==> src/rtl/spiAccClkPkg.sv <==
package spiAccClkPkg;
  localparam int ACC_W    = 11;              // 2048 steps per output period
  localparam int HALF_BIT = ACC_W - 1;       // crossing 1024 flips this bit
  localparam int FREQ_W   = 12;
  localparam int CFG_W    = 16;
  localparam int DBL_BIT  = 14;
  localparam int RST_BIT  = 15;
  localparam int STEP_W   = ACC_W;           // holds 0..1024
  localparam logic [STEP_W-1:0] STEP_MAX = STEP_W'(1 << HALF_BIT);

  typedef struct packed {
    logic              stepEn;
    logic              clrAcc;
    logic [STEP_W-1:0] step;
  } stepCtrlT;
endpackage

==> src/rtl/spiAccClkCtrl.sv <==
module spiAccClkCtrl
  import spiAccClkPkg::*;
#(
  parameter int NPROF = 4,
  localparam int PROF_W = (NPROF > 1) ? $clog2(NPROF) : 1
) (
  input  logic              clk,
  input  logic              rst_n,
  input  logic              cfgWe,
  input  logic [PROF_W-1:0] cfgProfile,
  input  logic [CFG_W-1:0]  cfgData,
  input  logic [PROF_W-1:0] profSel,
  input  logic              runEn,
  output stepCtrlT          ctl
);
  logic [FREQ_W-1:0] freqQ [NPROF];
  logic [NPROF-1:0]  dblQ;
  logic [NPROF-1:0]  rstQ;
  logic              runPrevQ;

  // one clock word per profile
  for (genvar p = 0; p < NPROF; p++) begin : g_prof
    always_ff @(posedge clk or negedge rst_n) begin
      if (!rst_n) begin
        freqQ[p] <= '0;
        dblQ[p]  <= 1'b0;
        rstQ[p]  <= 1'b0;
      end else if (cfgWe && (cfgProfile == PROF_W'(p))) begin
        freqQ[p] <= cfgData[FREQ_W-1:0];
        dblQ[p]  <= cfgData[DBL_BIT];
        rstQ[p]  <= cfgData[RST_BIT];
      end
    end
  end

  always_ff @(posedge clk or negedge rst_n) begin
    if (!rst_n) runPrevQ <= 1'b0;
    else        runPrevQ <= runEn;
  end

  logic [FREQ_W-1:0] selFreq;
  logic              selDbl;
  logic              selRst;
  logic [FREQ_W:0]   rawStep;

  always_comb begin
    selFreq = freqQ[profSel];
    selDbl  = dblQ[profSel];
    selRst  = rstQ[profSel];
    rawStep = selDbl ? {selFreq, 1'b0} : {1'b0, selFreq};
    ctl.stepEn = runEn;
    ctl.clrAcc = runEn && !runPrevQ && selRst;
    if (rawStep >= (FREQ_W+1)'(STEP_MAX)) ctl.step = STEP_MAX;
    else                                  ctl.step = rawStep[STEP_W-1:0];
  end
endmodule

==> src/rtl/spiAccClkDp.sv <==
module spiAccClkDp
  import spiAccClkPkg::*;
(
  input  logic     clk,
  input  logic     rst_n,
  input  stepCtrlT ctl,
  input  logic     cpol,
  output logic     sclk,
  output logic     launchStb,
  output logic     latchStb
);
  logic [ACC_W-1:0] accQ;
  logic             phaseQ;
  logic [ACC_W-1:0] base;
  logic [ACC_W:0]   sum;
  logic             flip;

  always_comb begin
    base = ctl.clrAcc ? '0 : accQ;
    sum  = {1'b0, base} + {1'b0, ctl.step};
    flip = sum[HALF_BIT] ^ base[HALF_BIT];
  end

  always_ff @(posedge clk or negedge rst_n) begin
    if (!rst_n) begin
      accQ      <= '0;
      phaseQ    <= 1'b0;
      launchStb <= 1'b0;
      latchStb  <= 1'b0;
    end else if (!ctl.stepEn) begin
      phaseQ    <= 1'b0;
      launchStb <= 1'b0;
      latchStb  <= 1'b0;
    end else begin
      accQ      <= sum[ACC_W-1:0];
      phaseQ    <= phaseQ ^ flip;
      launchStb <= flip && !phaseQ;
      latchStb  <= flip && phaseQ;
    end
  end

  assign sclk = cpol ^ phaseQ;
endmodule

==> src/rtl/spiAccClkGen.sv <==
module spiAccClkGen
  import spiAccClkPkg::*;
#(
  parameter int NPROF = 4,
  localparam int PROF_W = (NPROF > 1) ? $clog2(NPROF) : 1
) (
  input  logic              clk,
  input  logic              rst_n,
  input  logic              cfgWe,
  input  logic [PROF_W-1:0] cfgProfile,
  input  logic [15:0]       cfgData,
  input  logic [PROF_W-1:0] profSel,
  input  logic              runEn,
  input  logic              cpol,
  output logic              sclk,
  output logic              launchStb,
  output logic              latchStb
);
  stepCtrlT ctl;

  spiAccClkCtrl #(.NPROF(NPROF)) uCtrl (
    .clk(clk), .rst_n(rst_n), .cfgWe(cfgWe), .cfgProfile(cfgProfile),
    .cfgData(cfgData), .profSel(profSel), .runEn(runEn), .ctl(ctl)
  );

  spiAccClkDp uDp (
    .clk(clk), .rst_n(rst_n), .ctl(ctl), .cpol(cpol),
    .sclk(sclk), .launchStb(launchStb), .latchStb(latchStb)
  );
endmodule

==> config.mk <==
export PLATFORM = sky130hd
export DESIGN_NAME = spiAccClkGen
export DESIGN_NICKNAME = d
export VERILOG_FILES = /design/src/rtl/spiAccClkPkg.sv /design/src/rtl/spiAccClkCtrl.sv /design/src/rtl/spiAccClkDp.sv /design/src/rtl/spiAccClkGen.sv
export SDC_FILE = /design/constraint.sdc
export NUM_CORES = 1
export LEC_CHECK = 0
export ABC_AREA = 1
export BUFFER_PORTS_ARGS = -buffer_cell sky130_fd_sc_hd__buf_2
export CAP_MARGIN = 20
export CORE_MARGIN = 2
export CORE_UTILIZATION = 40
export CTS_BUF_LIST = sky130_fd_sc_hd__clkbuf_8 sky130_fd_sc_hd__clkbuf_16
export DETAILED_ROUTE_END_ITERATION = 12
export HOLD_SLACK_MARGIN = 0.15
export SKIP_LAST_GASP = 1
export SLEW_MARGIN = 40
export SYNTH_ARGS = -nofsm -noshare
export SYNTH_HDL_FRONTEND = slang
export SYNTH_SLANG_ARGS = --single-unit
==> constraint.sdc <==
create_clock -name clk -period 2.3 [get_ports clk]
set_input_delay 0.46 -clock clk [delete_from_list [all_inputs] [get_ports clk]]
set_output_delay 0.46 -clock clk [all_outputs]
set_load 0.005 [all_outputs]
==> results of run 1 <==
-- per-stage QoR --
step	utilization, %	worst slack, ns	hold WS [ns]	cell area [um^2]
after detailed placement	48.4	-0.765	0.464	4520
final	58.0	-0.174	0.415	5410
after global routing	58.0	-0.296	0.425	5410
after global placement	48.4	-0.715	0.456	4520
after floorplan	-	-0.328	0.164	3920
after CTS	54.8	-0.155	0.401	5110
-- worst min-delay path: stages --
cell     delay, ns
buf_2         0.07
inv_1         0.05
o21ai_0       0.14
-- worst max-delay path by stage --
stage / from / endpoint / slack [ns] / depth (start not counted)
floorplan: profSel[0] / uDp.phaseQ$_DFF_PN0_ / -0.33 / 21
global placement: profSel[1] / uDp.phaseQ$_DFF_PN0_ / -0.71 / 21
detailed placement: profSel[1] / uDp.phaseQ$_DFF_PN0_ / -0.77 / 21
CTS: uCtrl.dblQ[1]$_DFFE_PN0P_ / uDp.phaseQ$_DFF_PN0_ / -0.15 / 19
global route: uCtrl.dblQ[3]$_DFFE_PN0P_ / uDp.phaseQ$_DFF_PN0_ / -0.30 / 21
finish: uCtrl.dblQ[3]$_DFFE_PN0P_ / uDp.phaseQ$_DFF_PN0_ / -0.17 / 18
-- synth_stat cells --
cell      instances  area share [%]
nand2_1         196              19
dfrtp_1          71              46
o21ai_0          63             8.2
inv_1            40             3.9
nand3_1          28             3.6
nor2_1           22             2.1
a21oi_1          16             2.1
ha_1             12             3.9
clkbuf_1         10            0.97
a32o_1            9             2.3
buf_6             6             1.7
nand2_2           6            0.97
inv_2             4            0.39
buf_2             3            0.39
nand3_2           3            0.78
a31oi_1           2            0.32
xnor2_1           2            0.45
xor2_1            2            0.45
a21o_1            1            0.19
buf_8             1            0.39
fa_1              1            0.52
nand2_4           1            0.29
nand4_1           1            0.16
nor2_2            1            0.16
nor3_2            1            0.26
o21ai_1           1            0.13
o21bai_1          1            0.19
or2_2             1            0.16
-- metal layers --
layer | part of all wire (%) | wire length, um
met4 | 1.4 | 142
met1 | 47 | 4880
met2 | 48 | 5030
met3 | 3.1 | 326
met5 | 0 | 0
-- placed cells by master (no fill, tap or decap), types with 6 or more instances in the layout --
master	synthesis	layout
nand2_1	196	172
nand3_1	28	16
a21oi_2	0	7
clkbuf_8	0	11
nor2_1	22	9
nor2_2	1	6
nand3_2	3	12
nand2_2	6	22
buf_2	3	23
a21oi_1	16	8
a32o_1	9	6
buf_6	6	8
dfrtp_1	71	71
inv_1	40	35
o21ai_0	63	60
buf_4	0	59
nand2_4	1	7
nor2_4	0	8
ha_4	0	10
-- cells by family (layout without fill, tap and decap cells) --
kind of cell	count (synthesis)	after routing	synth area share (%)
AO/OA/AOI/OAI	93	93	13.4
flip-flops	71	71	46.0
buffers and inverters	64	157	7.77
XOR/XNOR	4	4	0.906
AND/OR/NAND/NOR	260	261	27.6
adder cells (fa/ha/maj)	13	13	4.40
-- what timing repair did --
item                                   4_1_cts  5_1_grt
buffers inserted                            13        5
gates cloned                                 2        0
pin swaps                                   35       44
setup endpoints to repair                   10       11
hold buffers                                 1        0
gates resized for setup                     60       58
endpoints found under the hold margin       61        0
-- sequential cells by signal, indices dropped and copies added (netlist names) --
register        cells
uCtrl.rstQ          4
uDp.phaseQ          1
uDp.accQ           11
uDp.latchStb        1
uCtrl.runPrevQ      1
uCtrl.freqQ        48
uDp.launchStb       1
uCtrl.dblQ          4
-- final cells by class --
cell class,count,area (um^2),share of cell area [%]
clock buffer,11,151,2.80
inverter,44,190,3.52
sequential,71,1780,32.9
multi-input combinational,371,2280,42.2
timing repair buffer,97,781,14.4
clock inverter,5,63.8,1.18
tap,129,161,2.99
-- power by group --
| part | leakage, nW | internal (mW) | switching (mW) |
|---|---|---|---|
| registers | 0.887 | 1.51 | 0.153 |
| clock network | 0.106 | 0.568 | 0.511 |
| logic | 1.71 | 1.01 | 1.12 |
| total | 2.70 | 3.09 | 1.78 |
==> qor.csv, run 1 <==
stage,metric,value,unit
timing,finalSetupTns,-0.823,ns
placement,dp_hpwl,6.55,mm
clock_tree,root_buffer,clkbuf_8,
synth,synth_seq_cells,71,
route,vias_per_cell,4.97,
global_routing,track_usage,21.1,%
synth,yosysSeqAreaShare,46.0,%
global_routing,grt.busiest_layer,met2,
synth,synth_cells,505,
global_routing,grt-ovfl-total,0,
synth,synth.avg_cell_area,7.66,um^2
clock_tree,clock_sinks,71,
timing,final_max_slew_viol_count,0,
critical_path,cp-start-kind,flip-flop,
timing,skew,0.00579,ns
global_routing,grt_pass1_vias,3579,
route,drc,0,
timing,setup_ws,-0.174,ns
critical_path,worstSetupEndpointType,flip-flop,
min_path,hold_class,primary input to flip-flop,
global_routing,grt_pass1_wl,17.0,mm
placement,gp_congestion,0.820,
timing,tightest_slew,0.390,ns
min_path,worstHoldEndpoint,uCtrl.freqQ[37]$_DFFE_PN0P_,
global_routing,antenna_found_initial,0,
synth,syn_nets,543,
min_path,min_from,cfgData[1],
die,rows,35,
timing,period_share,108,%
die,core-area,0.00933,mm^2
route,route.vias.total,3618,
critical_path,crit_required,2.54,ns
clock_tree,clk_latency,0.35,ns
critical_path,path_cells,nand2_1 -> nand3_2 -> nand2_4 -> buf_6 -> nand2_1 -> nand2_4 -> nor2_4 -> ha_4 -> buf_6 -> nand2_1 -> nor2_1 -> nand3_2 -> nand3_4 -> nand3_2 -> nand3_2 -> nand2_2 -> ha_4 -> nor2_2,
power,leakage,2.70,nW
timing,finalSetupViolCount,8,
die,initial_core_util,41.4,%
outcome,failed_checks,negative setup slack,
global_routing,use_met1,27.9,%
cells_and_area,antennaDiodeCount,0,
timing,hold_viol_final,0,
route,route.antenna.remaining_nets,0,
global_routing,use_met3,3.42,%
timing,max_freq,404,MHz
cells_and_area,fin_nets,632,
die,die_area,0.0105,mm^2
global_routing,grt_max_degree,72,
placement,numPlacedInstances,693,
critical_path,cp.arrival,2.71,ns
critical_path,critPathTopFamily,simple AND/OR/NAND/NOR gates,
critical_path,rr_endpoint,uDp.phaseQ$_DFF_PN0_,
critical_path,crit_top_cell,nand3_2,
critical_path,rrSetupSlack,-0.17,ns
outcome,outcome,finished with violations,
timing,slew_headroom,74.0,%
critical_path,crit_type,flip-flop to flip-flop,
cells_and_area,finalNonFillerCells,728,
clock_tree,clk_path_buf_depth,2,
critical_path,cp_num_buf_inv,2,
die,die_height,102,um
cells_and_area,drive_above_1_share,35.1,%
min_path,holdPathStages,3,
power,ir_worst_vdd,0.000334,V
run,cap_violations,0,
timing,rsz0062_at_grt,yes,
synth,syn_area,0.00387,mm^2
route,drt_iter0_markers,147,
global_routing,grt_use_met2,35.3,%
clock_tree,cts.reportedPaths.clkPinSlew,0.08,ns
cells_and_area,fillers,844,
route,dr.pass1.iters,6,
power,p_per_area,901,mW/mm^2
placement,numPortBuffers,25,
die,io_pins,28,
critical_path,worst_r2r_startpoint,uCtrl.dblQ[3]$_DFFE_PN0P_,
clock_tree,cts_tree,built,
clock_tree,cts_inserted_buffers,9,
power,total_power,4.87,mW
synth,yosysWarnings,0,
critical_path,reg2reg_depth,18,
route,routedWlPerCell,14.3,um
critical_path,crit_path_max_incr_delay,0.40,ns
route,wirelength,10.4,mm
critical_path,cp_max_fo,8,
synth,ys_types,28,
clock_tree,htree_levels,3,
critical_path,cp_slowest_cell,dfrtp_1,
cells_and_area,synthToLayoutAreaGrowth,39.8,%
timing,fin_crit,2.47,ns
die,fp.dieW,102,um
No activity file was read; power rests on OpenSTA's default activity.
==> inputs of run 2 (changes only) <==
Clock period 2.3 ns to 2.9 ns, I/O delays scaled along.
==> run 2 against run 1 <==
  * The flow now finishes without violations
  * Highest routed layer unchanged
  * Critical endpoint unchanged
  * Final area fell by 12%
  * Clock power decreased by 24%
  * Core utilization fell by 7.0 points
  * Final cell count shrank 2.3%
  * Clock skew is 0.0060 ns higher
  * Sequential share of layout area grew 4.5 points
  * Non-clock buffer count is 17 lower
==> qor.csv, run 2 (synthesized netlist as in run 1, its figures left out) <==
stage,metric,value,unit
global_routing,grt_max_degree,45,
critical_path,rrSetupSlack,0.28,ns
timing,slew_headroom,54.7,%
timing,period_share,94.8,%
critical_path,reg2reg_depth,18,
cells_and_area,final_cell_mix,"193 x nand2_1, 71 x dfrtp_1, 63 x o21ai_0, 51 x buf_4, 38 x inv_1",
die,initial_core_util,41.4,%
global_routing,grt-ovfl-total,0,
route,wirelength,8.91,mm
clock_tree,clock_sinks,71,
placement,gp_congestion,0.867,
timing,finalSetupViolCount,0,
cells_and_area,synthToLayoutAreaGrowth,23.0,%
die,fp.dieW,102,um
die,core-area,0.00933,mm^2
cells_and_area,antennaDiodeCount,0,
cells_and_area,fin_nets,615,
route,dr.pass1.iters,4,
cells_and_area,post-route-util,51.0,%
critical_path,crit_type,primary input to flip-flop,
clock_tree,root_buffer,clkbuf_8,
clock_tree,clk_latency,0.36,ns
power,total_power,3.34,mW
critical_path,worstSetupEndpointType,flip-flop,
timing,finalSetupTns,0,ns
cells_and_area,largest_register_ffs,48,
cells_and_area,fillers,913,
placement,numPortBuffers,25,
critical_path,cp-start-kind,primary input,
min_path,hold_class,primary input to asynchronous set/reset pin,
timing,hold_viol_final,0,
power,ir_worst_vdd,0.000304,V
clock_tree,clk_path_buf_depth,2,
critical_path,worst_r2r_startpoint,uCtrl.dblQ[3]$_DFFE_PN0P_,
timing,max_freq,364,MHz
timing,skew,0.0118,ns
clock_tree,htree_levels,3,
die,die_height,102,um
route,routedWlPerCell,12.5,um
cells_and_area,reg_top3,"uCtrl.freqQ (48), uDp.accQ (11)",
clock_tree,hold_buffers,0,
die,rows,35,
critical_path,crit_required,3.19,ns
route,vias_per_cell,4.87,
global_routing,grt_pass1_wl,14.9,mm
global_routing,antenna_found_initial,0,
route,route.vias.total,3465,
route,drt_iter0_markers,223,
power,leakage,2.52,nW
cells_and_area,top_register,uCtrl.freqQ,
route,drc,0,
critical_path,cp_max_fo,7,
global_routing,grt_pass1_vias,3241,
die,die_area,0.0105,mm^2
power,p_per_area,702,mW/mm^2
global_routing,track_usage,18.2,%
timing,final_max_slew_viol_count,0,
timing,tightest_slew,0.680,ns
clock_tree,cts_tree,built,
outcome,outcome,completed,
run,cap_violations,0,
route,route.antenna.remaining_nets,0,
placement,dp_hpwl,6.22,mm
critical_path,cp.arrival,3.04,ns
critical_path,rr_endpoint,uDp.phaseQ$_DFF_PN0_,
clock_tree,cts_inserted_buffers,9,
cells_and_area,drive_above_1_share,22.2,%
timing,fin_crit,2.75,ns
cells_and_area,final_common_cell,nand2_1,
clock_tree,cts.reportedPaths.clkPinSlew,0.08,ns
die,io_pins,28,
-- run 2: changes by cell type in the layout (fill, tap and decap cells not counted), moves of 6 or more --
| cell | change |
|---|---|
| a21oi_1 | +7 |
| a21oi_2 | -6 |
| buf_4 | -8 |
| buf_6 | -6 |
| ha_1 | +10 |
| ha_4 | -9 |
| nand2_1 | +21 |
| nand2_2 | -13 |
| nand3_1 | +10 |
| nand3_2 | -7 |
| nor2_1 | +8 |
| nor2_4 | -7 |
-- run 2: how the worst max path moves through the flow --
stage / start / to / cells after the start
2_1_floorplan: profSel[0] / uDp.phaseQ$_DFF_PN0_ / 19
3_5_place_dp: profSel[0] / uDp.phaseQ$_DFF_PN0_ / 20
4_1_cts: profSel[0] / uDp.phaseQ$_DFF_PN0_ / 20
5_1_grt: profSel[0] / uDp.phaseQ$_DFF_PN0_ / 20
3_3_place_gp: profSel[0] / uDp.phaseQ$_DFF_PN0_ / 19
6_report: profSel[0] / uDp.phaseQ$_DFF_PN0_ / 21
-- run 2: cell type report --
cell class / count / area (um^2) / area share, %
multi-input combinational: 371 / 1850 / 39.0
sequential: 71 / 1780 / 37.4
timing repair buffer: 80 / 586 / 12.3
inverter: 44 / 170 / 3.58
tap: 129 / 161 / 3.39
clock buffer: 10 / 138 / 2.89
clock inverter: 6 / 68.8 / 1.45
-- run 2: what timing repair did --
| action | 4_1_cts | 5_1_grt |
|---|---|---|
| buffers inserted | 0 | 2 |
| resized for setup | 1 | 19 |
| pin swaps | 0 | 6 |
| cloned | 0 | 1 |
| setup endpoints to repair | 1 | 4 |
-- run 2: metal layers --
layer	part of all wire, %	GRT usage [%]	vias to the layer above
met2	46	29.7	59
met4	1.9	7.90	0
met1	49	23.9	1620
met3	2.8	3.42	17
met5	0	0	-
li1	-	-	1769
-- run 2: critical path, cell delays in order --
cell and delay, ns:
buf_4 0.16, buf_4 0.13, nand2_1 0.04, nand3_1 0.12
nand2_4 0.06, inv_2 0.08, buf_4 0.12, nand2_1 0.05
nand2_1 0.08, nor2_2 0.04, ha_1 0.36, nand2_1 0.12
nor2_2 0.15, nand3_1 0.10, nand3_2 0.12, buf_4 0.12
nand3_2 0.07, nand3_1 0.08, nand2_1 0.08, ha_1 0.27
nor2_1 0.09
-- run 2: through the flow --
step | cell area (um^2) | instances | hold slack [ns] | setup slack, ns
global route | 4750 | 711 | 0.292 | -0.0411
CTS | 4660 | 708 | 0.269 | 0.0206
finish | 4750 | 711 | 0.253 | 0.152
detailed placement | 4460 | 692 | 0.463 | -0.372
global placement | 4460 | 692 | 0.456 | -0.292
floorplan | 3870 | 505 | 0.284 | 0.0341
-- run 2: report_power, final --
| group | switching, mW | leakage (nW) | internal, mW | total, mW |
|---|---|---|---|---|
| Combinational | 0.648 | 1.53 | 0.556 | 1.20 |
| Sequential | 0.111 | 0.887 | 1.20 | 1.31 |
| Clock | 0.398 | 0.103 | 0.425 | 0.823 |
